## config.mk

```make
export PLATFORM = sky130hd
export DESIGN_NAME = i2c_regfile_target
export DESIGN_NICKNAME = d
export VERILOG_FILES = /design/src/rtl/i2c_regfile_target.sv
export SDC_FILE = /design/constraint.sdc
export NUM_CORES = 2
export LEC_CHECK = 0
export BUFFER_PORTS_ARGS = -buffer_cell sky130_fd_sc_hd__buf_2
export CAP_MARGIN = 25
export CORE_ASPECT_RATIO = 2
export CORE_MARGIN = 5
export CORE_UTILIZATION = 40
export DETAILED_ROUTE_END_ITERATION = 16
export SLEW_MARGIN = 20
export SYNTH_ARGS = -nofsm -noshare
export SYNTH_HDL_FRONTEND = slang
export SYNTH_SLANG_ARGS = --single-unit
```

## constraint.sdc

```tcl
create_clock -name clk -period 3.7 [get_ports clk]
set_input_delay 0 -clock clk [delete_from_list [all_inputs] [get_ports clk]]
set_output_delay 0 -clock clk [all_outputs]
set_load 0.01 [all_outputs]
```

## src/rtl/i2c_regfile_target.sv

```systemverilog
module i2c_regfile_target #(
  parameter logic [6:0] DEV_ADDR = 7'b1101000,
  parameter int         REG_AW   = 8
) (
  input  logic clk,
  input  logic rst_n,
  input  logic scl_i,
  input  logic sda_i,
  output logic sda_oe
);
  localparam int REG_N = 1 << REG_AW;

  typedef enum logic [2:0] {S_IDLE, S_RX, S_ACK, S_TX, S_MACK} st_t;
  typedef enum logic [1:0] {P_ADDR, P_PTR, P_DATA} ph_t;

  logic [1:0]        scl_sync, sda_sync;
  logic              scl_d, sda_d;
  st_t               state;
  ph_t               phase;
  logic              rd, mack_nak;
  logic [7:0]        shreg;
  logic [3:0]        bitcnt;
  logic [REG_AW-1:0] ptr;
  logic [7:0]        mem [REG_N];

  wire scl_s    = scl_sync[1];
  wire sda_s    = sda_sync[1];
  wire start_c  = scl_s & scl_d & sda_d & ~sda_s;
  wire stop_c   = scl_s & scl_d & ~sda_d & sda_s;
  wire scl_rise = scl_s & ~scl_d;
  wire scl_fall = ~scl_s & scl_d;
  wire [REG_AW-1:0] ptr_nx = ptr + REG_AW'(1);

  always_ff @(posedge clk or negedge rst_n) begin
    if (!rst_n) begin
      scl_sync <= 2'b11;
      sda_sync <= 2'b11;
      scl_d    <= 1'b1;
      sda_d    <= 1'b1;
    end else begin
      scl_sync <= {scl_sync[0], scl_i};
      sda_sync <= {sda_sync[0], sda_i};
      scl_d    <= scl_s;
      sda_d    <= sda_s;
    end
  end

  always_ff @(posedge clk or negedge rst_n) begin
    if (!rst_n) begin
      state    <= S_IDLE;
      phase    <= P_ADDR;
      rd       <= 1'b0;
      mack_nak <= 1'b0;
      shreg    <= '0;
      bitcnt   <= '0;
      ptr      <= '0;
      sda_oe   <= 1'b0;
      for (int i = 0; i < REG_N; i++) mem[i] <= '0;
    end else if (stop_c) begin
      state  <= S_IDLE;
      sda_oe <= 1'b0;
    end else if (start_c) begin
      state  <= S_RX;
      phase  <= P_ADDR;
      bitcnt <= '0;
      sda_oe <= 1'b0;
    end else begin
      case (state)
        S_RX: begin
          if (scl_rise && bitcnt < 4'd8) begin
            shreg  <= {shreg[6:0], sda_s};
            bitcnt <= bitcnt + 4'd1;
          end else if (scl_fall && bitcnt == 4'd8) begin
            bitcnt <= '0;
            case (phase)
              P_ADDR: begin
                if (shreg[7:1] == DEV_ADDR) begin
                  rd     <= shreg[0];
                  phase  <= P_PTR;
                  sda_oe <= 1'b1;
                  state  <= S_ACK;
                end else begin
                  state <= S_IDLE;
                end
              end
              P_PTR: begin
                ptr    <= shreg[REG_AW-1:0];
                phase  <= P_DATA;
                sda_oe <= 1'b1;
                state  <= S_ACK;
              end
              default: begin
                mem[ptr] <= shreg;
                ptr      <= ptr_nx;
                sda_oe   <= 1'b1;
                state    <= S_ACK;
              end
            endcase
          end
        end
        S_ACK: begin
          if (scl_fall) begin
            if (rd) begin
              shreg  <= mem[ptr];
              sda_oe <= ~mem[ptr][7];
              bitcnt <= '0;
              state  <= S_TX;
            end else begin
              sda_oe <= 1'b0;
              state  <= S_RX;
            end
          end
        end
        S_TX: begin
          if (scl_fall) begin
            if (bitcnt == 4'd7) begin
              sda_oe <= 1'b0;
              ptr    <= ptr_nx;
              state  <= S_MACK;
            end else begin
              sda_oe <= ~shreg[6];
              shreg  <= {shreg[6:0], 1'b0};
              bitcnt <= bitcnt + 4'd1;
            end
          end
        end
        S_MACK: begin
          if (scl_rise) begin
            mack_nak <= sda_s;
          end else if (scl_fall) begin
            if (mack_nak) begin
              state <= S_IDLE;
            end else begin
              shreg  <= mem[ptr];
              sda_oe <= ~mem[ptr][7];
              bitcnt <= '0;
              state  <= S_TX;
            end
          end
        end
        default: ;
      endcase
    end
  end


  oe_edge_chk: assert property (@(posedge clk) disable iff (!rst_n)
    (sda_oe != $past(sda_oe)) |-> (!$past(scl_s) || $past(start_c) || $past(stop_c)));


  stop_release_chk: assert property (@(posedge clk) disable iff (!rst_n)
    stop_c |=> (!sda_oe && state == S_IDLE));


  start_release_chk: assert property (@(posedge clk) disable iff (!rst_n)
    start_c |=> (!sda_oe && bitcnt == 4'd0));


  ptr_move_chk: assert property (@(posedge clk) disable iff (!rst_n)
    (ptr != $past(ptr)) |-> $past(scl_fall));


  bitcnt_range_chk: assert property (@(posedge clk) disable iff (!rst_n)
    bitcnt <= 4'd8);
endmodule

```

After elaboration in Yosys (flattened, before gate mapping)
Cells that the tools add are included.
{"block": "word_totals", "ff_bits": 2082, "inputBits": 4, "out_inout_bits": 1, "elab_cells": 417}
{"block": "op_classes", "n_addsub": 2, "order_cmp": 3, "eq_ne": 39, "muxes": 66, "bitwise": 18, "reduce_logical": 21}
{"operator": "2048-bit bitwise mux", "count": 1}
{"operator": "8-bit two-way mux", "count": 15}
{"operator": "8-bit binary-select mux with 8-bit select", "count": 1}
{"operator": "8-bit demux with 8-bit select", "count": 1}
{"operator": "4-bit two-way mux", "count": 10}
{"operator": "4-bit != test, second input constant", "count": 9}
{"operator": "8-bit one-hot mux with 2 select lines", "count": 2}
{"operator": "8-bit one-hot mux with 4 select lines", "count": 1}
{"operator": "3-bit two-way mux", "count": 10}
{"operator": "2-bit != test, second input constant", "count": 13}
{"operator": "3-bit != test, second input constant", "count": 8}
{"operator": "2-bit two-way mux", "count": 8}
{"operator": "4-bit one-hot mux with 4 select lines", "count": 1}
{"operator": "8-bit AND reduction", "count": 2}
{"operator": "1-bit two-way mux", "count": 13}
{"operator": "3-bit one-hot mux with 4 select lines", "count": 1}
{"operator": "6-bit AND reduction", "count": 2}
{"operator": "11-bit AND reduction", "count": 1}
{"operator": "1-bit NOT", "count": 10}
{"operator": "10-bit AND reduction", "count": 1}
{"operator": "9-bit >= comparator, second input constant", "count": 1}
{"operator": "9-bit by 1-bit < comparator with 1-bit output, second input constant", "count": 1}
{"operator": "8-bit NOT with 9-bit output", "count": 1}
{"operator": "9-bit AND reduction", "count": 1}
{"operator": "other kinds (24)", "count": 35}

Logic depth before layout (Yosys ltp)
{"block": "depth", "depth_word": 11, "depth_mapped": 11, "mapped_depth_nobuf": 9}

Worst setup path after synthesis
No wires, ideal clock.
{"block": "synth_path", "kind": "reg-to-reg", "from": "register ptr[0]", "to": "register shreg[2]", "setup_time_ps": 131, "arrival_time_ps": 2679, "required_time_ps": 3569, "path_slack_ps": 890, "stages_incl_launch_ff": 10, "path_buffers": 3, "period_less_slack_ps": 2810, "cell_sequence": "dfrtp_1 buf_6 buf_2 buf_2 mux4_2 mux4_2 a22oi_1 nand2_1 nor4_1 a21oi_1"}
{"block": "synth_between", "elab_chain_cells": 8, "word_cells_on_any_way": 10, "cone_classes": "mux (9); bitwise (1)"}
{"element": "from (decl)", "line": "23", "source": "logic [REG_AW-1:0] ptr;"}
{"element": "from (signal assigned)", "line": "87", "source": "ptr <= shreg[REG_AW-1:0];"}
{"element": "from (signal assigned)", "line": "94", "source": "ptr <= ptr_nx;"}
{"element": "from (signal assigned)", "line": "118", "source": "ptr <= ptr_nx;"}
{"element": "8-bit NOT with 9-bit output (implied by the code) *", "line": "104, 134"}
{"element": "8-bit binary-select mux with 8-bit select *", "line": "104, 134"}
{"element": "8-bit two-way mux (implied by the code) * (2 in series)", "line": "104, 134"}
{"element": "8-bit two-way mux", "line": "131", "source": "if (mack_nak) begin"}
{"element": "8-bit two-way mux", "line": "130", "source": "end else if (scl_fall) begin"}
{"element": "8-bit two-way mux", "line": "128", "source": "if (scl_rise) begin"}
{"element": "8-bit one-hot mux with 4 select lines *", "line": "68", "source": "case (state)"}
{"element": "to (signal assigned)", "line": "71", "source": "shreg <= {shreg[6:0], sda_s};"}
{"element": "to (signal assigned)", "line": "122", "source": "shreg <= {shreg[6:0], 1'b0};"}
{"element": "to (signal assigned)", "line": "134", "source": "shreg <= mem[ptr];"}
{"element": "to (decl)", "line": "21", "source": "logic [7:0] shreg;"}
Mark *: on every way between the ends. The rest lies on a longest branch, timed or not. The select of a mux whose other input is x is not followed.
A chain may end at the register's enable or synchronous reset.

Worst setup path in the final report
{"block": "layout_path", "from": "register ptr[0]", "to": "register sda_oe"}
{"block": "layout_between", "elab_chain_cells": 11, "word_cells_on_any_way": 13, "cone_classes": "mux (11); bitwise (2)"}
{"element": "8-bit NOT with 9-bit output (implied by the code) *", "line": "105, 135"}
{"element": "8-bit binary-select mux with 8-bit select *", "line": "105, 135"}
{"element": "8-bit two-way mux (implied by the code) * (2 in series)", "line": "105, 135"}
{"element": "1-bit NOT *", "line": "105, 135"}
{"element": "1-bit two-way mux", "line": "131"}
{"element": "1-bit two-way mux", "line": "130"}
{"element": "1-bit two-way mux", "line": "128"}
{"element": "1-bit one-hot mux with 4 select lines *", "line": "68"}
{"element": "1-bit two-way mux *", "line": "62", "source": "end else if (start_c) begin"}
{"element": "1-bit two-way mux *", "line": "59", "source": "end else if (stop_c) begin"}
{"element": "to (signal assigned)", "line": "105", "source": "sda_oe <= ~mem[ptr][7];"}
{"element": "to (signal assigned)", "line": "121", "source": "sda_oe <= ~shreg[6];"}
{"element": "to (signal assigned)", "line": "135", "source": "sda_oe <= ~mem[ptr][7];"}
{"element": "to (decl)", "line": "9", "source": "output logic sda_oe"}
Marked as above.

==> impl_metrics.ini <==
[run_status]
status = finished clean

[placed_design]
place_hpwl_mm = 178.6
post-place-ws_ns = 0.1759
place_area_um2 = 100000
gp_congestion = 0.8383
io_buffers = 4

[cts]
clock_latency_ns = 0.85
cts_tree = done
cts_root_buf = clkbuf_16
clk_pin_slew_worst_paths_ns = 0.07
cts_buffers = 186
cts_resized = 0
cts_sinks = 2082
clk_path_buf_depth = 4
htree_levels = 4

[global_route]
antenna_found_initial = 6
grt_pass1_wl_mm = 407.4
gr-total-overflow = 0
track_usage = 0.2200
grt_pass1_vias = 58300
grt_max_degree = 180

[sta]
min_period_ns = 3.540
setup_tns_ns = 0
final-setup-viol-count = 0
post-route-period-util = 0.9568
max-slew-margin-rel = 0.2691
setup_slack_ns = 0.1598
skew_ns = 0.04230
rsz0062_at_grt = false
hold_violations = 0
max_freq_mhz = 282.5
tightest_slew_ns = 1.096
maxSlewViolCount = 0

[finish]
drive_gt1_frac = 0.5542
design_area_um2 = 106500
syn_to_final_growth_pct = 12.59
finalNetCount = 5919

[die]
core-area_um2 = 235500
die_h_um = 697.9
boundaryPins = 5
rows = 252
start_util = 0.4018
dieArea_um2 = 247000
die_w_um = 353.9

[synth]
synth_warnings = 0
synth.distinct_cells = 57
ys_seq_elements = 2082
synth_area_um2 = 94630
synth-async-reset-ratio = 1.000
synth_edf_count = 0
dominantRegCellSynth = dfrtp_1
synth_cells = 5845
seq_area_frac_synth = 0.5507
syn_nets = 5855
avgSynthCellArea_um2 = 16.19

[worst_setup_path]
crit_chain = buf_12 > buf_4 > mux4_2 > a22oi_1 > a21oi_1 > nor4_1 > o22ai_1 > nor2_1 > a31o_2
worst_path_largest_cell_delay_ns = 0.59
ff2ff_path_depth = 9
crit_path_start_kind = flop
slowest_stage = mux4_2
cp_data_arrival_time_ns = 4.30
crit_required_ns = 4.46
crit_fanout = 25
path_class = reg2reg
endpoint_kind = flop

[routing]
drc = 0
wl_met3_mm = 7.481
wl_mm = 270.3
wl_per_cell_um = 29.70
top_layer_used = met5
route.vias.total = 52770
viasPerCell = 5.797
wl_met1_mm = 101.2
met2_length_mm = 145.3
drtAntennaViolNets = 0
firstDrtPassIters = 7
drt_iter0_markers = 3313

[pwr]
seqPwrFrac = 0.487
totalPowerFinal_mw = 47.96
powerDensity_nw_per_um2 = 450.1
p_comb_frac = 0.082
clockPowerShare = 0.430
p_int_mw = 35.14
p_leak_nw = 50.58
ir_worst_vdd_mv = 0.4227
p_sw_mw = 12.82
p_sw_frac = 0.2674

[run]
cap_violations = 0

[hold_path]
worstHoldPathCells = 0
hold_path.class = reg2reg
## metrics by stage
stage | instances | hold slack, ns | util
2_1_floorplan | 5845 | -0.2956 | -
3_3_place_gp | 8759 | -0.06468 | 0.4247
3_5_place_dp | 8759 | -0.07835 | 0.4247
4_1_cts | 9092 | 0.3468 | 0.4519
5_1_grt | 9102 | 0.3629 | 0.4523
6_report | 9103 | 0.3618 | 0.4524
## cells in the mapped netlist, types with 3 or more instances
library cell  count  share of area
or2_2             3        0.00020
mux2_2         2052           0.24
nand4_1           5        0.00033
buf_6            18         0.0021
dfrtp_1        2076           0.55
a31oi_1           3        0.00020
o211ai_1          3        0.00024
inv_1            10        0.00040
nor3_2           20         0.0021
nand2_1         304          0.012
o22ai_1           7        0.00046
buf_4             5        0.00040
nor3b_1           3        0.00024
a22o_1            5        0.00046
nand3_1          10        0.00053
dfstp_2           6         0.0017
nor4_1            7        0.00046
buf_1            23        0.00091
nand3b_1          4        0.00032
ha_1              6        0.00079
a211oi_1          4        0.00032
nor2_1           58         0.0023
mux2i_1          15         0.0016
a21oi_1          38         0.0020
o21ai_0          17        0.00090
a22oi_1          58         0.0046
clkbuf_1        319          0.013
buf_2            78         0.0041
mux4_2          630           0.15
and2_1            4        0.00026
nor3_1            6        0.00032
nand2b_1          7        0.00046
nor2b_1          13        0.00086
## sequential cells by signal, summed over array words and instances (netlist names)
signal	flops
sda_sync	2
mem	2048
scl_sync	2
scl_d	1
shreg	8
sda_oe	1
rd	1
bitcnt	4
sda_d	1
phase	2
state	3
ptr	8
mack_nak	1
## what timing repair did
item,in CTS,in global routing
hold endpoints to repair,1905,0
buffers inserted,0,0
hold buffers,7,0
## critical path, delay by kind of cell (launching register included)
kind	cells	cell delay [ns]
buffers and inverters	2	0.66
flip-flops	1	0.56
AND/OR/NAND/NOR	2	0.63
multiplexers	1	0.59
AO/OA/AOI/OAI	4	1.00
## cells in the final DEF (no fill, tap or decap), types with 30 or more instances in the layout
master / netlist / layout
clkbuf_8: 0 / 40
mux2_2: 2052 / 2052
buf_4: 5 / 227
clkbuf_1: 319 / 39
a21oi_1: 38 / 38
a22oi_1: 58 / 58
nor2_1: 58 / 40
nand2_1: 304 / 304
mux4_2: 630 / 630
clkinv_2: 0 / 30
buf_12: 0 / 80
dfrtp_1: 2076 / 2063
clkbuf_16: 0 / 191
## routing by layer
layer / GRT usage / vias to the layer above
met3: 0.02142 / 467
met2: 0.4000 / 938
met4: 0.1095 / 2
met1: 0.2595 / 29300
li1: - / 22070
met5: 0 / -
## power by group through the flow
stage	sequential [mW]	combinational [mW]	clock [mW]
floorplan	23.3	2.34	0
global placement	23.8	3.95	0
detailed placement	23.8	4.02	0
global route	23.4	4.28	21.9
CTS	23.4	4.03	21.1
finish	23.4	3.96	20.6
## cells by family (layout without fill, tap and decap cells)
| family | after synthesis | count (layout) | share of synthesized area |
|---|---|---|---|
| AOI/OAI and AO/OA | 153 | 153 | 0.01080 |
| adders and majority gates | 6 | 6 | 0.0007933 |
| buffers and inverters | 453 | 655 | 0.02063 |
| muxes | 2697 | 2697 | 0.3957 |
| DFF | 2082 | 2082 | 0.5507 |
| other | 0 | 8 | 0 |
| and+or+nand+nor | 453 | 453 | 0.02131 |
| xor gates and xnor gates | 1 | 1 | 0.00009257 |
## area by class of cell
| class | count | area [µm²] |
|---|---|---|
| Sequential cell | 2082 | 52150 |
| Multi-Input combinational cell | 3310 | 40720 |
| Clock inverter | 56 | 859.6 |
| Antenna cell | 8 | 20.02 |
| Fill cell | 20510 | 129000 |
| Inverter | 10 | 37.54 |
| Clock buffer | 270 | 5477 |
| Tap cell | 3048 | 3814 |
| Timing Repair Buffer | 319 | 3463 |
## final timing paths
| check | endpoint | startpoint | slack [ns] |
|---|---|---|---|
| min | scl_sync[1] | scl_sync[0] | 0.36 |
| min in group asynchronous | mem[328] | rst_n | 0.41 |
| max in group asynchronous | mem[680] | rst_n | 2.13 |
| max reg2reg | sda_oe | ptr[0] | 0.16 |
| min reg2reg | scl_sync[1] | scl_sync[0] | 0.36 |
| max | sda_oe | ptr[0] | 0.16 |
Power figures use the tool's default switching activity.
